--- config.mk ---
export PLATFORM = sky130hd
export DESIGN_NAME = serial_cfg_loader
export DESIGN_NICKNAME = d
export VERILOG_FILES = /design/src/rtl/serial_cfg_loader.sv
export SDC_FILE = /design/constraint.sdc
export NUM_CORES = 1
export LEC_CHECK = 0
export ABC_AREA = 1
export BUFFER_PORTS_ARGS = -buffer_cell sky130_fd_sc_hd__buf_2
export CORE_AREA = 3 3 190 192
export DETAILED_ROUTE_END_ITERATION = 10
export DIE_AREA = 0 0 193 195
export GPL_TIMING_DRIVEN = 1
export HOLD_SLACK_MARGIN = 0.12
export SETUP_SLACK_MARGIN = 0.3
export SKIP_CTS_REPAIR_TIMING = 1
export SYNTH_ARGS = -nofsm -noshare
export SYNTH_HDL_FRONTEND = slang
export SYNTH_SLANG_ARGS = --single-unit
--- constraint.sdc ---
create_clock -name clk -period 5.5 [get_ports clk]
set_input_delay 1.1 -clock clk [delete_from_list [all_inputs] [get_ports clk]]
set_output_delay 1.1 -clock clk [all_outputs]
set_load 0.01 [all_outputs]
--- src/rtl/serial_cfg_loader.sv ---
module serial_cfg_loader #(
  parameter int          FRAME_BITS  = 72,
  parameter logic [7:0]  CHIP_ID     = 8'h81,
  parameter int          PWR_LSB     = 62,
  parameter int          SYNC_EN_BIT = 52,
  localparam int         PAY_W       = FRAME_BITS - 24
) (
  input  logic             clk,
  input  logic             rst_n,
  input  logic             sdata,
  input  logic             sclk,
  input  logic             sstrobe,
  input  logic             sum_bypass,
  input  logic             hsync,
  input  logic             vsync,
  input  logic             readout_line,
  input  logic             exposure_busy,
  output logic [PAY_W-1:0] ctrl_reg,
  output logic [PAY_W-1:0] adj_reg,
  output logic [1:0]       pwr_state,
  output logic             sync_en,
  output logic             commit_pulse,
  output logic             reject_id,
  output logic             reject_sum
);
  localparam int NBYTES  = FRAME_BITS / 8;
  localparam int CW      = $clog2(FRAME_BITS + 2);
  localparam logic [CW-1:0] CNT_FULL = CW'(FRAME_BITS);
  localparam logic [CW-1:0] CNT_MAX  = CW'(FRAME_BITS + 1);

  logic [2:0] sck_s, sen_s, sd_s;
  logic [FRAME_BITS-1:0] frame;
  logic [CW-1:0] cnt;
  logic [7:0] sum;
  logic hs_q, vs_q, v_used;
  logic pc_v, pa_v;
  logic [PAY_W-1:0] pc_d, pa_d;

  wire sck_rise = sck_s[1] & ~sck_s[2];
  wire sen_rise = sen_s[1] & ~sen_s[2];
  wire sen_fall = ~sen_s[1] & sen_s[2];
  wire sen_low  = ~sen_s[1];

  always_comb begin
    sum = '0;
    for (int i = 0; i < NBYTES; i++) sum = sum + frame[i*8 +: 8];
  end

  wire frame_done = sen_rise && (cnt == CNT_FULL);
  wire id_ok      = frame[7:0] == CHIP_ID;
  wire sum_ok     = sum_bypass || (sum == 8'd0);
  wire accept     = frame_done && id_ok && sum_ok;
  wire cat_adj    = frame[8];
  wire [PAY_W-1:0] payload = frame[16 +: PAY_W];

  wire hs_fall = hs_q & ~hsync;
  wire vs_rise = vsync & ~vs_q;
  wire commit  = hs_fall && readout_line && !exposure_busy && !v_used && (pc_v || pa_v);

  always_ff @(posedge clk or negedge rst_n) begin
    if (!rst_n) begin
      sck_s <= '0;
      sen_s <= 3'b111;
      sd_s  <= '0;
      frame <= '0;
      cnt   <= '0;
    end else begin
      sck_s <= {sck_s[1:0], sclk};
      sen_s <= {sen_s[1:0], sstrobe};
      sd_s  <= {sd_s[1:0], sdata};
      if (sen_fall) begin
        cnt <= '0;
      end else if (sck_rise && sen_low) begin
        frame <= {sd_s[1], frame[FRAME_BITS-1:1]};
        if (cnt != CNT_MAX) cnt <= cnt + 1'b1;
      end
    end
  end

  always_ff @(posedge clk or negedge rst_n) begin
    if (!rst_n) begin
      hs_q         <= 1'b0;
      vs_q         <= 1'b0;
      v_used       <= 1'b0;
      pc_v         <= 1'b0;
      pa_v         <= 1'b0;
      pc_d         <= '0;
      pa_d         <= '0;
      ctrl_reg     <= '0;
      adj_reg      <= '0;
      pwr_state    <= '0;
      sync_en      <= 1'b0;
      commit_pulse <= 1'b0;
      reject_id    <= 1'b0;
      reject_sum   <= 1'b0;
    end else begin
      hs_q         <= hsync;
      vs_q         <= vsync;
      commit_pulse <= commit;

      if (commit)       v_used <= 1'b1;
      else if (vs_rise) v_used <= 1'b0;

      if (commit) begin
        if (pc_v) begin
          ctrl_reg <= pc_d;
          pc_v     <= 1'b0;
        end else begin
          adj_reg <= pa_d;
          pa_v    <= 1'b0;
        end
      end

      if (accept) begin
        reject_id  <= 1'b0;
        reject_sum <= 1'b0;
        if (cat_adj) begin
          pa_d <= payload;
          pa_v <= 1'b1;
        end else begin
          pc_d      <= payload;
          pc_v      <= 1'b1;
          pwr_state <= frame[PWR_LSB +: 2];
          sync_en   <= frame[SYNC_EN_BIT];
        end
      end else if (frame_done && !id_ok) begin
        reject_id <= 1'b1;
      end else if (frame_done && !sum_ok) begin
        reject_sum <= 1'b1;
      end
    end
  end
endmodule


== Word-level counts from Yosys, hierarchy flattened ==
Index checks and enable logic that the tools add are counted.
Storage, ports and cells
  register bits: 290
  output and inout bits: 102
  logic and storage cells: 91
Operators by class
  add/sub/neg operators: 9
  equal/unequal tests: 4
  multiplexer cells: 17
  bitwise operators: 13
  reductions and logical operators: 29
Operators by type and width (number)
  $add 8x8->8: 8
  $mux 7: 3
  $mux 1: 14
  $reduce_and 2->1: 7
  $logic_and 1x1->1: 10
  $reduce_bool 2->1: 5
  $eq 8x8->1 const B: 1
  $logic_not 8->1: 1
  $not 1->1: 8
  $add 7x1->7 const B: 1
  $eq 7x7->1 const B: 1
  $ne 7x7->1 const B: 1
  $and 1x1->1: 5
  $logic_not 1->1: 4
  $logic_or 1x1->1: 2
  $ne 2x2->1 const B: 1

== Longest topological paths before layout ==
Gate-level depths: netlist of the first run.
  word-level depth: 15
  depth in mapped cells: 27
  mapped depth without buffers: 23

== Least setup slack after synthesis of the first run ==
No wires, ideal clock.
  path kind: register -> register
  start point: register frame[8]
  end point: register pwr_state[0]
  library setup time: 117 ps
  arrival time: 4536 ps
  data required time: 5383 ps
  path slack: 847 ps
  stages on the path, launching flop included: 22
  buffers on the path: 4
  path through: dfrtp_1 -> clkbuf_1 -> clkinv_1 -> clkbuf_1 -> fa_1 -> fa_1 -> fa_1 -> fa_1 -> inv_1 -> ha_1 -> inv_1 -> fa_1 -> o21ai_0 -> xor2_1 -> nor3_1 -> nand2_1 -> nand2_2 -> nand3_2 -> buf_4 -> buf_6 -> nand2_1 -> nand2_1
Between the ends
  cells in the longest elaborated chain, start to end: 12
  elaborated cells between the ends (all ways): 13
  classes of those cells: add/sub (8); bitwise (1); reduce/logical (4)
RTL lines
  start, declared: line 32  | logic [FRAME_BITS-1:0] frame;
  start signal, assigned: line 74  | frame <= {sd_s[1], frame[FRAME_BITS-1:1]};
  $add 8x8->8 (8 in a row): line 46  | for (int i = 0; i < NBYTES; i++) sum = sum + frame[i*8 +: 8];
  $logic_not 8->1: line 51  | wire sum_ok = sum_bypass || (sum == 8'd0);
  $logic_or 1x1->1: line 51
  $logic_and 1x1->1: line 52  | wire accept = frame_done && id_ok && sum_ok;
  $reduce_and 2->1 (no source line) *
  end signal, assigned: line 123  | pwr_state <= frame[PWR_LSB +: 2];
  end, declared: line 20  | output logic [1:0] pwr_state,
Mark *: on every way between the ends. The rest lies on a longest branch, timed or not.
A chain may end at the register's enable or synchronous reset.

== Worst setup path in the final report of the first run ==
  start point: register frame[26]
  end point: register pa_d[7]
Between the ends
  cells in the longest elaborated chain, start to end: 10
RTL lines
  $add 8x8->8 (6 in a row): line 46
  $logic_not 8->1: line 51
  $logic_or 1x1->1: line 51
  $logic_and 1x1->1: line 52
  $reduce_and 2->1 (no source line)
  end signal, assigned: line 118  | pa_d <= payload;
  end, declared: line 37  | logic [PAY_W-1:0] pc_d, pa_d;
Every way passes these cells.

==> results of run 1 <==
-- area by class of cell --
class	count	area, um2
clock buffers	41	873
clock inverters	14	189
fillers	3385	19800
inverters	116	435
multi-input cells	723	4750
flip-flops and latches	287	7190
well taps	455	569
repair buffers	125	702
-- kinds of logic (layout without fill, tap and decap cells) --
kind of cell | Yosys count | after routing | synth area share
compound gates | 87 | 87 | 0.0349
fa+ha+maj | 56 | 56 | 0.0820
flops | 287 | 287 | 0.567
xor+xnor | 5 | 5 | 0.00346
mux | 97 | 97 | 0.0863
buf+inv | 184 | 296 | 0.0601
simple gates | 478 | 478 | 0.166
-- layout by cell type, fill, tap and decap left out --
cell type / n
clkinvlp_4: 3
inv_1: 111
a31oi_1: 1
clkbuf_8: 7
nor2_4: 3
dfstp_2: 3
inv_2: 4
clkinv_4: 3
nand3_4: 1
mux2_2: 97
nor2_1: 60
buf_2: 110
bufinv_16: 4
nor3_1: 5
nor4_1: 2
a21boi_0: 1
buf_4: 11
xor2_1: 3
o21ai_1: 1
a211oi_1: 1
buf_8: 1
a21oi_1: 40
nor3b_1: 3
buf_12: 2
nand4_1: 100
nand3_2: 2
ha_1: 11
nand2_1: 289
dfrtp_1: 284
o21ai_0: 43
nand2_2: 1
clkinv_2: 4
nand3_1: 12
xnor2_1: 2
clkbuf_1: 4
clkinv_1: 1
clkbuf_16: 31
fa_1: 45
-- metal layers --
layer  up-vias  GRT usage  routed length, um
li1       4086          -                  -
met1      4300      0.224              13300
met2       163      0.243              13300
met3        50     0.0257               1220
met4         0     0.0450                722
met5         -          0                  0
-- worst max-delay path by stage --
stage / start / to / slack, ns / cells past startpoint
6_report: frame[26]$_DFFE_PN0P_ / pa_d[7]$_DFFE_PN0P_ / 0.56 / 17
5_1_grt: frame[26]$_DFFE_PN0P_ / pc_d[45]$_DFFE_PN0P_ / 0.33 / 17
4_1_cts: frame[26]$_DFFE_PN0P_ / pa_d[7]$_DFFE_PN0P_ / 0.41 / 17
3_5_place_dp: frame[26]$_DFFE_PN0P_ / pa_d[7]$_DFFE_PN0P_ / 0.44 / 17
3_3_place_gp: frame[26]$_DFFE_PN0P_ / pa_d[7]$_DFFE_PN0P_ / 0.62 / 17
2_1_floorplan: frame[8]$_DFFE_PN0P_ / pwr_state[0]$_DFFE_PN0P_ / 0.85 / 21
-- power groups by stage --
stage	combinational [mW]	clock [mW]	sequential, mW
6_report	3.94	2.14	2.50
5_1_grt	4.56	2.29	2.53
4_1_cts	3.91	2.19	2.50
3_5_place_dp	3.82	0	2.54
3_3_place_gp	3.73	0	2.53
2_1_floorplan	3.06	0	2.45
-- stage by stage --
stage                      util  hold WS [ns]  cells  setup slack (ns)
after floorplan               -         0.331   1194             0.847
after global placement    0.395         0.337   1706             0.625
after detailed placement  0.395         0.336   1706             0.442
after CTS                 0.425         0.349   1761             0.407
after global routing      0.426         0.356   1761             0.328
final                     0.426         0.348   1761             0.559
==> results.py, run 1 <==
metrics = {
    "run_status": {
        "status": "completed",
    },
    "floorplan": {
        "initial_core_util": 0.367,
        "die_x_um": 193,
        "ios": 112,
        "die_h_um": 195,
        "rows": 68,
        "core_mm2": 0.0345,
        "dieArea_mm2": 0.0376,
    },
    "grt": {
        "antenna_found_initial": 0,
        "grt_pass1_wl_um": 47500,
        "grt_max_degree": 107,
        "grt.total_usage": 0.155,
        "grt-ovfl-total": 0,
        "grt_pass1_vias": 8724,
    },
    "final_layout": {
        "largest-register": "frame",
        "final_nets": 1349,
        "final_area_mm2": 0.0147,
        "largest_reg_flops": 72,
        "drive_gt1_frac": 0.220,
        "diodes": 0,
        "areaGrowthSynthToFinish_pct": 16.1,
    },
    "placement": {
        "placement.cell_area_mm2": 0.0136,
        "port_buffers": 111,
        "gp_congestion": 0.813,
        "place_hpwl_um": 19000,
    },
    "timing": {
        "fin_crit_sh": 0.898,
        "finalCriticalPeriod_ns": 4.94,
        "worst_pin_slew_ns": 0.900,
        "slew_violations": 0,
        "setup_tns_ns": 0,
        "fmax_mhz": 202,
        "setup_viol": 0,
        "hold_violations": 0,
        "rsz0062_at_grt": "no",
        "slew_headroom": 0.400,
        "fin_skew_ns": 0.0158,
    },
    "cts": {
        "htreeDepth": 1,
        "cts_buffer_depth": 3,
        "cts_buffers": 30,
        "cts_tree": "built",
        "clock_latency_ns": 0.55,
        "clkTransAtPathRegs_ns": 0.06,
        "root_buffer": "clkbuf_16",
        "cts_sinks": 287,
    },
    "worst_setup_path": {
        "start_kind": "flip-flop",
        "critical-path-max-stage-delay_ns": 0.55,
        "r2r_cells": 17,
        "regToRegSetupSlack_ns": 0.56,
        "endpoint_kind": "flip-flop",
        "critPathBufInv": 4,
        "crit_family": "adder cells",
        "worstPathArrival_ns": 5.42,
        "worstPathMaxFanout": 64,
        "crit_chain": "fa_1 > inv_1 > fa_1 > fa_1 > fa_1 > inv_1 > ha_1 > inv_1 > fa_1 > o21ai_0 > xor2_1 > nor3_1 > nand2_1 > nand2_2 > clkbuf_8 > nand4_1 > nand2_1",
        "crit_slowest_cell": "fa_1",
        "reg2reg_to": "pa_d[7]$_DFFE_PN0P_",
        "r2r-start": "frame[26]$_DFFE_PN0P_",
        "worst-setup-path-type": "flip-flop to flip-flop",
        "worstPathRequired_ns": 5.98,
        "cpMostUsedCell": "fa_1",
    },
    "drt": {
        "first_pass_iters": 5,
        "routed_wl_um": 28500,
        "drc": 0,
        "vias_per_cell": 4.88,
        "wl_per_cell_um": 16.2,
        "drt-initial-drc-count": 624,
        "antenna_left": 0,
        "via_count": 8599,
    },
    "power": {
        "leakage_nw": 7.89,
        "clockPowerShare": 0.249,
        "pwr-share-comb": 0.459,
        "power_density_mw_per_mm2": 583,
        "internal_power_mw": 5.14,
        "power_mw": 8.57,
        "ir_drop_v": 0.000653,
        "seqPwrFrac": 0.291,
        "power_switching_mw": 3.44,
        "switching_share": 0.401,
    },
    "synth": {
        "postSynthRegisterBits": 287,
        "ys_warn_count": 0,
        "seq_area_frac_synth": 0.567,
        "synth_top_cell_by_area": "dfrtp_1",
        "synth_top_area_frac": 0.561,
        "synth_nets": 1260,
        "synth_area_leaders": "dfrtp_1, mux2_2, nand2_1",
        "synth-edff-count": 0,
        "netlist-cell-type-count": 31,
        "synth.most_common_cell": "nand2_1",
        "synth_common_cells": "nand2_1, dfrtp_1, inv_1, nand4_1, mux2_2",
        "synthCells": 1194,
        "syn_avg_cell_area_um2": 10.6,
        "synth_area_mm2": 0.0127,
        "async_flop_share": 1.00,
        "synth_flop_cell": "dfrtp_1",
    },
    "hold_path": {
        "hold_end": "sck_s[1]$_DFF_PN0_",
        "min_path_type": "flip-flop to flip-flop",
        "min_from": "sck_s[0]$_DFF_PN0_",
        "whs_path_depth": 0,
    },
    "job": {
        "maxCapViolations": 0,
    },
}
Note: power is estimated with default switching activity, not from simulation.
==> run 2, diff against run 1 <==
--- a/config.mk
+++ b/config.mk
@@ -12,6 +12,7 @@
 export DIE_AREA = 0 0 193 195
 export GPL_TIMING_DRIVEN = 1
 export HOLD_SLACK_MARGIN = 0.12
+export MAX_ROUTING_LAYER = met4
 export SETUP_SLACK_MARGIN = 0.3
 export SKIP_CTS_REPAIR_TIMING = 1
 export SYNTH_ARGS = -nofsm -noshare
==> results.py, run 2 (same netlist as run 1, synthesis figures left out) <==
metrics = {
    "grt": {
        "antenna_found_initial": 0,
        "grt_pass1_vias": 8725,
        "grt.total_usage": 0.160,
        "grt_pass1_wl_um": 47400,
        "grt-ovfl-total": 0,
        "grt_max_degree": 107,
    },
    "worst_setup_path": {
        "worstPathMaxFanout": 64,
        "start_kind": "flip-flop",
        "worstPathRequired_ns": 5.98,
        "critical-path-max-stage-delay_ns": 0.54,
        "worstPathArrival_ns": 5.41,
        "crit_chain": "fa_1 > inv_1 > fa_1 > fa_1 > fa_1 > inv_1 > ha_1 > inv_1 > fa_1 > o21ai_0 > xor2_1 > nor3_1 > nand2_1 > nand2_2 > clkbuf_8 > nand4_1 > nand2_1",
        "endpoint_kind": "flip-flop",
        "crit_family": "adder cells",
        "crit_slowest_cell": "fa_1",
        "worst-setup-path-type": "flip-flop to flip-flop",
        "cpMostUsedCell": "fa_1",
        "critPathBufInv": 4,
    },
    "power": {
        "switching_share": 0.401,
        "power_density_mw_per_mm2": 583,
        "pwr-share-comb": 0.459,
        "power_switching_mw": 3.43,
        "power_mw": 8.57,
        "leakage_nw": 7.89,
        "internal_power_mw": 5.14,
        "clockPowerShare": 0.249,
        "seqPwrFrac": 0.291,
        "ir_drop_v": 0.000653,
    },
    "placement": {
        "gp_congestion": 0.827,
        "place_hpwl_um": 19000,
        "port_buffers": 111,
    },
    "timing": {
        "setup_tns_ns": 0,
        "rsz0062_at_grt": "no",
        "fin_crit_sh": 0.898,
        "slew_violations": 0,
        "fin_skew_ns": 0.0169,
        "fmax_mhz": 203,
        "slew_headroom": 0.407,
        "worst_pin_slew_ns": 0.890,
        "whs_ns": 0.348,
        "finalCriticalPeriod_ns": 4.94,
        "hold_violations": 0,
        "setup_viol": 0,
    },
    "cts": {
        "root_buffer": "clkbuf_16",
        "cts_buffers": 30,
        "cts_tree": "built",
        "clkTransAtPathRegs_ns": 0.07,
        "cts_sinks": 287,
        "cts_buffer_depth": 3,
        "htreeDepth": 1,
        "clock_latency_ns": 0.55,
    },
    "drt": {
        "wl_per_cell_um": 16.1,
        "first_pass_iters": 4,
        "antenna_left": 0,
        "drt-initial-drc-count": 591,
        "routed_wl_um": 28400,
        "drc": 0,
        "vias_per_cell": 4.88,
        "via_count": 8594,
    },
    "final_layout": {
        "final_cell_mix": "nand2_1, dfrtp_1, inv_1, buf_2, nand4_1",
        "seqCellArea_mm2": 0.00719,
        "largest-register": "frame",
        "diodes": 0,
        "areaGrowthSynthToFinish_pct": 16.1,
        "fill_cells": 3385,
        "multi_input_area_mm2": 0.00475,
        "final_common_cell": "nand2_1",
        "final_nets": 1349,
        "drive_gt1_frac": 0.220,
        "largest_reg_flops": 72,
    },
    "floorplan": {
        "rows": 68,
        "die_x_um": 193,
        "die_h_um": 195,
        "initial_core_util": 0.367,
        "core_mm2": 0.0345,
        "dieArea_mm2": 0.0376,
        "ios": 112,
    },
    "hold_path": {
        "min_path_type": "flip-flop to flip-flop",
    },
    "job": {
        "maxCapViolations": 0,
    },
    "run_status": {
        "status": "completed",
    },
}
run 2: worst paths after layout:
check	from	to	slack, ns	depth (start not counted)
worst max-delay path	frame[2]$_DFFE_PN0P_	pa_d[7]$_DFFE_PN0P_	0.56	17
worst min register to register	sck_s[0]$_DFF_PN0_	sck_s[1]$_DFF_PN0_	0.35	0
worst max register to register	frame[2]$_DFFE_PN0P_	pa_d[7]$_DFFE_PN0P_	0.56	17
min in group asynchronous	rst_n	adj_reg[10]$_DFFE_PN0P_	0.61	1
max in group asynchronous	rst_n	ctrl_reg[21]$_DFFE_PN0P_	3.77	2
worst min-delay path	sck_s[0]$_DFF_PN0_	sck_s[1]$_DFF_PN0_	0.35	0
run 2: area by class of cell:
class | count | area share
clock buffer | 41 | 0.0594
clock inverter | 14 | 0.0128
inverter | 116 | 0.0296
multi-input combinational | 723 | 0.323
sequential | 287 | 0.489
tap | 455 | 0.0387
timing repair buffer | 125 | 0.0477
run 2: metrics by stage:
stage                     utilization  area, um2  setup WS, ns  std cells
after floorplan                     -      12700         0.847       1194
after CTS                       0.425      14700         0.407       1761
after global routing            0.426      14700         0.328       1761
after global placement          0.395      13600         0.625       1706
final                           0.426      14700         0.563       1761
after detailed placement        0.395      13600         0.442       1706
run 2: power groups by stage:
stage          registers (mW)  logic (mW)  clock network (mW)
5_1_grt                  2.53        4.56                2.29
3_3_place_gp             2.53        3.73                   0
4_1_cts                  2.50        3.91                2.19
3_5_place_dp             2.54        3.82                   0
6_report                 2.50        3.94                2.14
2_1_floorplan            2.45        3.06                   0
run 2: worst register-to-register path, stage by stage (launching register included):
cell      delay, ns
dfrtp_1        0.43
fa_1           0.54
inv_1          0.06
fa_1           0.51
fa_1           0.52
fa_1           0.49
inv_1          0.07
ha_1           0.21
inv_1          0.07
fa_1           0.41
o21ai_0        0.25
xor2_1         0.12
nor3_1         0.20
nand2_1        0.11
nand2_2        0.13
clkbuf_8       0.42
nand4_1        0.22
nand2_1        0.11
run 2: per-layer routing:
metal | up-vias | wire length (um) | GRT usage | part of all wire
li1 | 4083 | - | - | -
met1 | 4290 | 13200 | 0.224 | 0.46
met2 | 165 | 13300 | 0.243 | 0.47
met3 | 56 | 1190 | 0.0246 | 0.042
met4 | 0 | 755 | 0.0450 | 0.027
met5 | - | 0 | - | 0
==> run 3, diff against run 2 <==
--- a/config.mk
+++ b/config.mk
@@ -7,14 +7,15 @@
 export LEC_CHECK = 0
 export ABC_AREA = 1
 export BUFFER_PORTS_ARGS = -buffer_cell sky130_fd_sc_hd__buf_2
-export CORE_AREA = 3 3 190 192
+export CORE_AREA = 3 3 266 137
 export DETAILED_ROUTE_END_ITERATION = 10
-export DIE_AREA = 0 0 193 195
+export DIE_AREA = 0 0 269 140
 export GPL_TIMING_DRIVEN = 1
 export HOLD_SLACK_MARGIN = 0.12
 export MAX_ROUTING_LAYER = met4
 export SETUP_SLACK_MARGIN = 0.3
 export SKIP_CTS_REPAIR_TIMING = 1
+export SLEW_MARGIN = 0
 export SYNTH_ARGS = -nofsm -noshare
 export SYNTH_HDL_FRONTEND = slang
 export SYNTH_SLANG_ARGS = --single-unit
==> results.py, run 3 (same netlist as run 1, synthesis figures left out) <==
metrics = {
    "final_layout": {
        "drive_gt1_frac": 0.218,
        "fill_cells": 3182,
        "largest_reg_flops": 72,
        "diodes": 0,
        "areaGrowthSynthToFinish_pct": 15.2,
        "final_cell_mix": "nand2_1, dfrtp_1, inv_1, buf_2, nand4_1",
        "final_nets": 1347,
        "largest-register": "frame",
        "final_common_cell": "nand2_1",
    },
    "placement": {
        "port_buffers": 111,
        "gp_congestion": 0.905,
        "place_hpwl_um": 19000,
    },
    "cts": {
        "cts_sinks": 287,
        "clock_latency_ns": 0.55,
        "htreeDepth": 1,
        "root_buffer": "clkbuf_16",
        "cts_buffer_depth": 3,
        "clkTransAtPathRegs_ns": 0.06,
        "cts_tree": "built",
        "cts_buffers": 28,
    },
    "drt": {
        "antenna_left": 0,
        "first_pass_iters": 5,
        "routed_wl_um": 27700,
        "drc": 0,
        "via_count": 8509,
        "wl_per_cell_um": 15.6,
        "drt-initial-drc-count": 753,
        "vias_per_cell": 4.79,
    },
    "worst_setup_path": {
        "endpoint_kind": "flip-flop",
        "worstPathRequired_ns": 5.93,
        "start_kind": "flip-flop",
        "crit_chain": "fa_1 > inv_1 > fa_1 > fa_1 > fa_1 > inv_1 > ha_1 > inv_1 > fa_1 > o21ai_0 > xor2_1 > nor3_1 > nand2_1 > nand2_2 > nand3_2 > buf_12 > nand2_1 > nand2_1",
        "worstPathArrival_ns": 5.31,
        "worstPathMaxFanout": 42,
        "crit_slowest_cell": "fa_1",
        "cpMostUsedCell": "fa_1",
        "regToRegSetupSlack_ns": 0.62,
        "r2r-start": "frame[26]$_DFFE_PN0P_",
        "worst-setup-path-type": "flip-flop to flip-flop",
        "critical-path-max-stage-delay_ns": 0.56,
        "crit_start": "frame[26]$_DFFE_PN0P_",
    },
    "power": {
        "power_mw": 8.33,
        "leakage_nw": 7.83,
        "power_density_mw_per_mm2": 571,
        "ir_drop_v": 0.000730,
    },
    "grt": {
        "grt_pass1_wl_um": 47600,
        "grt_max_degree": 114,
        "grt_pass1_vias": 8954,
        "use_met3": 0.0269,
        "grt-ovfl-total": 0,
        "gr-usage-met2": 0.253,
        "use_met1": 0.216,
        "grt.busiest_layer": "met2",
        "grt.total_usage": 0.159,
        "antenna_found_initial": 0,
    },
    "timing": {
        "worst_pin_slew_ns": 0.987,
        "slew_violations": 0,
        "fin_skew_ns": 0.00829,
        "slew_headroom": 0.340,
        "fmax_mhz": 205,
        "setup_tns_ns": 0,
        "fin_crit_sh": 0.887,
        "finalCriticalPeriod_ns": 4.88,
        "rsz0062_at_grt": "no",
        "setup_viol": 0,
        "hold_violations": 0,
    },
    "floorplan": {
        "die_x_um": 269,
        "dieArea_mm2": 0.0377,
        "ios": 112,
        "core_mm2": 0.0343,
        "rows": 48,
        "die_h_um": 140,
        "initial_core_util": 0.369,
    },
    "job": {
        "maxCapViolations": 0,
    },
    "hold_path": {
        "min_path_type": "flip-flop to flip-flop",
        "min_from": "sd_s[0]$_DFF_PN0_",
    },
    "run_status": {
        "status": "completed",
    },
}
run 3: cell type report:
| class | count | area, um2 | share of cell area |
|---|---|---|---|
| Timing Repair Buffer | 125 | 699 | 0.0479 |
| Clock buffer | 38 | 830 | 0.0569 |
| Tap cell | 475 | 594 | 0.0407 |
| Inverter | 116 | 435 | 0.0298 |
| Sequential cell | 287 | 7190 | 0.492 |
| Clock inverter | 12 | 96.3 | 0.00660 |
| Multi-Input combinational cell | 723 | 4750 | 0.326 |
run 3: path summary, 6_finish.rpt:
kind / end / cells after the start
max in group asynchronous: adj_reg[33]$_DFFE_PN0P_ / 2
worst min register to register: sd_s[1]$_DFF_PN0_ / 0
worst max register to register: pa_d[33]$_DFFE_PN0P_ / 18
worst min-delay path: sd_s[1]$_DFF_PN0_ / 0
min in group asynchronous: ctrl_reg[21]$_DFFE_PN0P_ / 1
worst max-delay path: pa_d[33]$_DFFE_PN0P_ / 18
run 3: routing by layer:
| layer | vias to the layer above | part of all wire |
|---|---|---|
| met2 | 153 | 0.47 |
| met1 | 4234 | 0.47 |
| li1 | 4079 | - |
| met3 | 43 | 0.043 |
| met5 | - | 0 |
| met4 | 0 | 0.021 |
run 3: power breakdown:
group / switching (mW) / total (mW) / internal, mW
clock network: 0.804 / 1.90 / 1.10
logic: 2.35 / 3.94 / 1.58
registers: 0.227 / 2.49 / 2.26
total: 3.38 / 8.33 / 4.95
run 3: critical path: cells and delay by family (launching register included):
kind / cells / cell delay, ns
XOR/XNOR: 1 / 0.09
buffers and inverters: 4 / 0.50
adder cells (fa/ha/maj): 6 / 2.64
flip-flops: 1 / 0.44
AND/OR/NAND/NOR: 6 / 0.82
AO/OA/AOI/OAI: 1 / 0.23
run 3: stage by stage:
stage	cells	setup WS [ns]	hold WS, ns	utilization	area (um2)
final	1776	0.621	0.347	0.425	14600
after global routing	1776	0.313	0.353	0.425	14600
after CTS	1776	0.555	0.348	0.425	14600
after detailed placement	1726	0.587	0.335	0.398	13700
after global placement	1726	0.725	0.339	0.398	13700
after floorplan	1194	0.847	0.331	-	12700
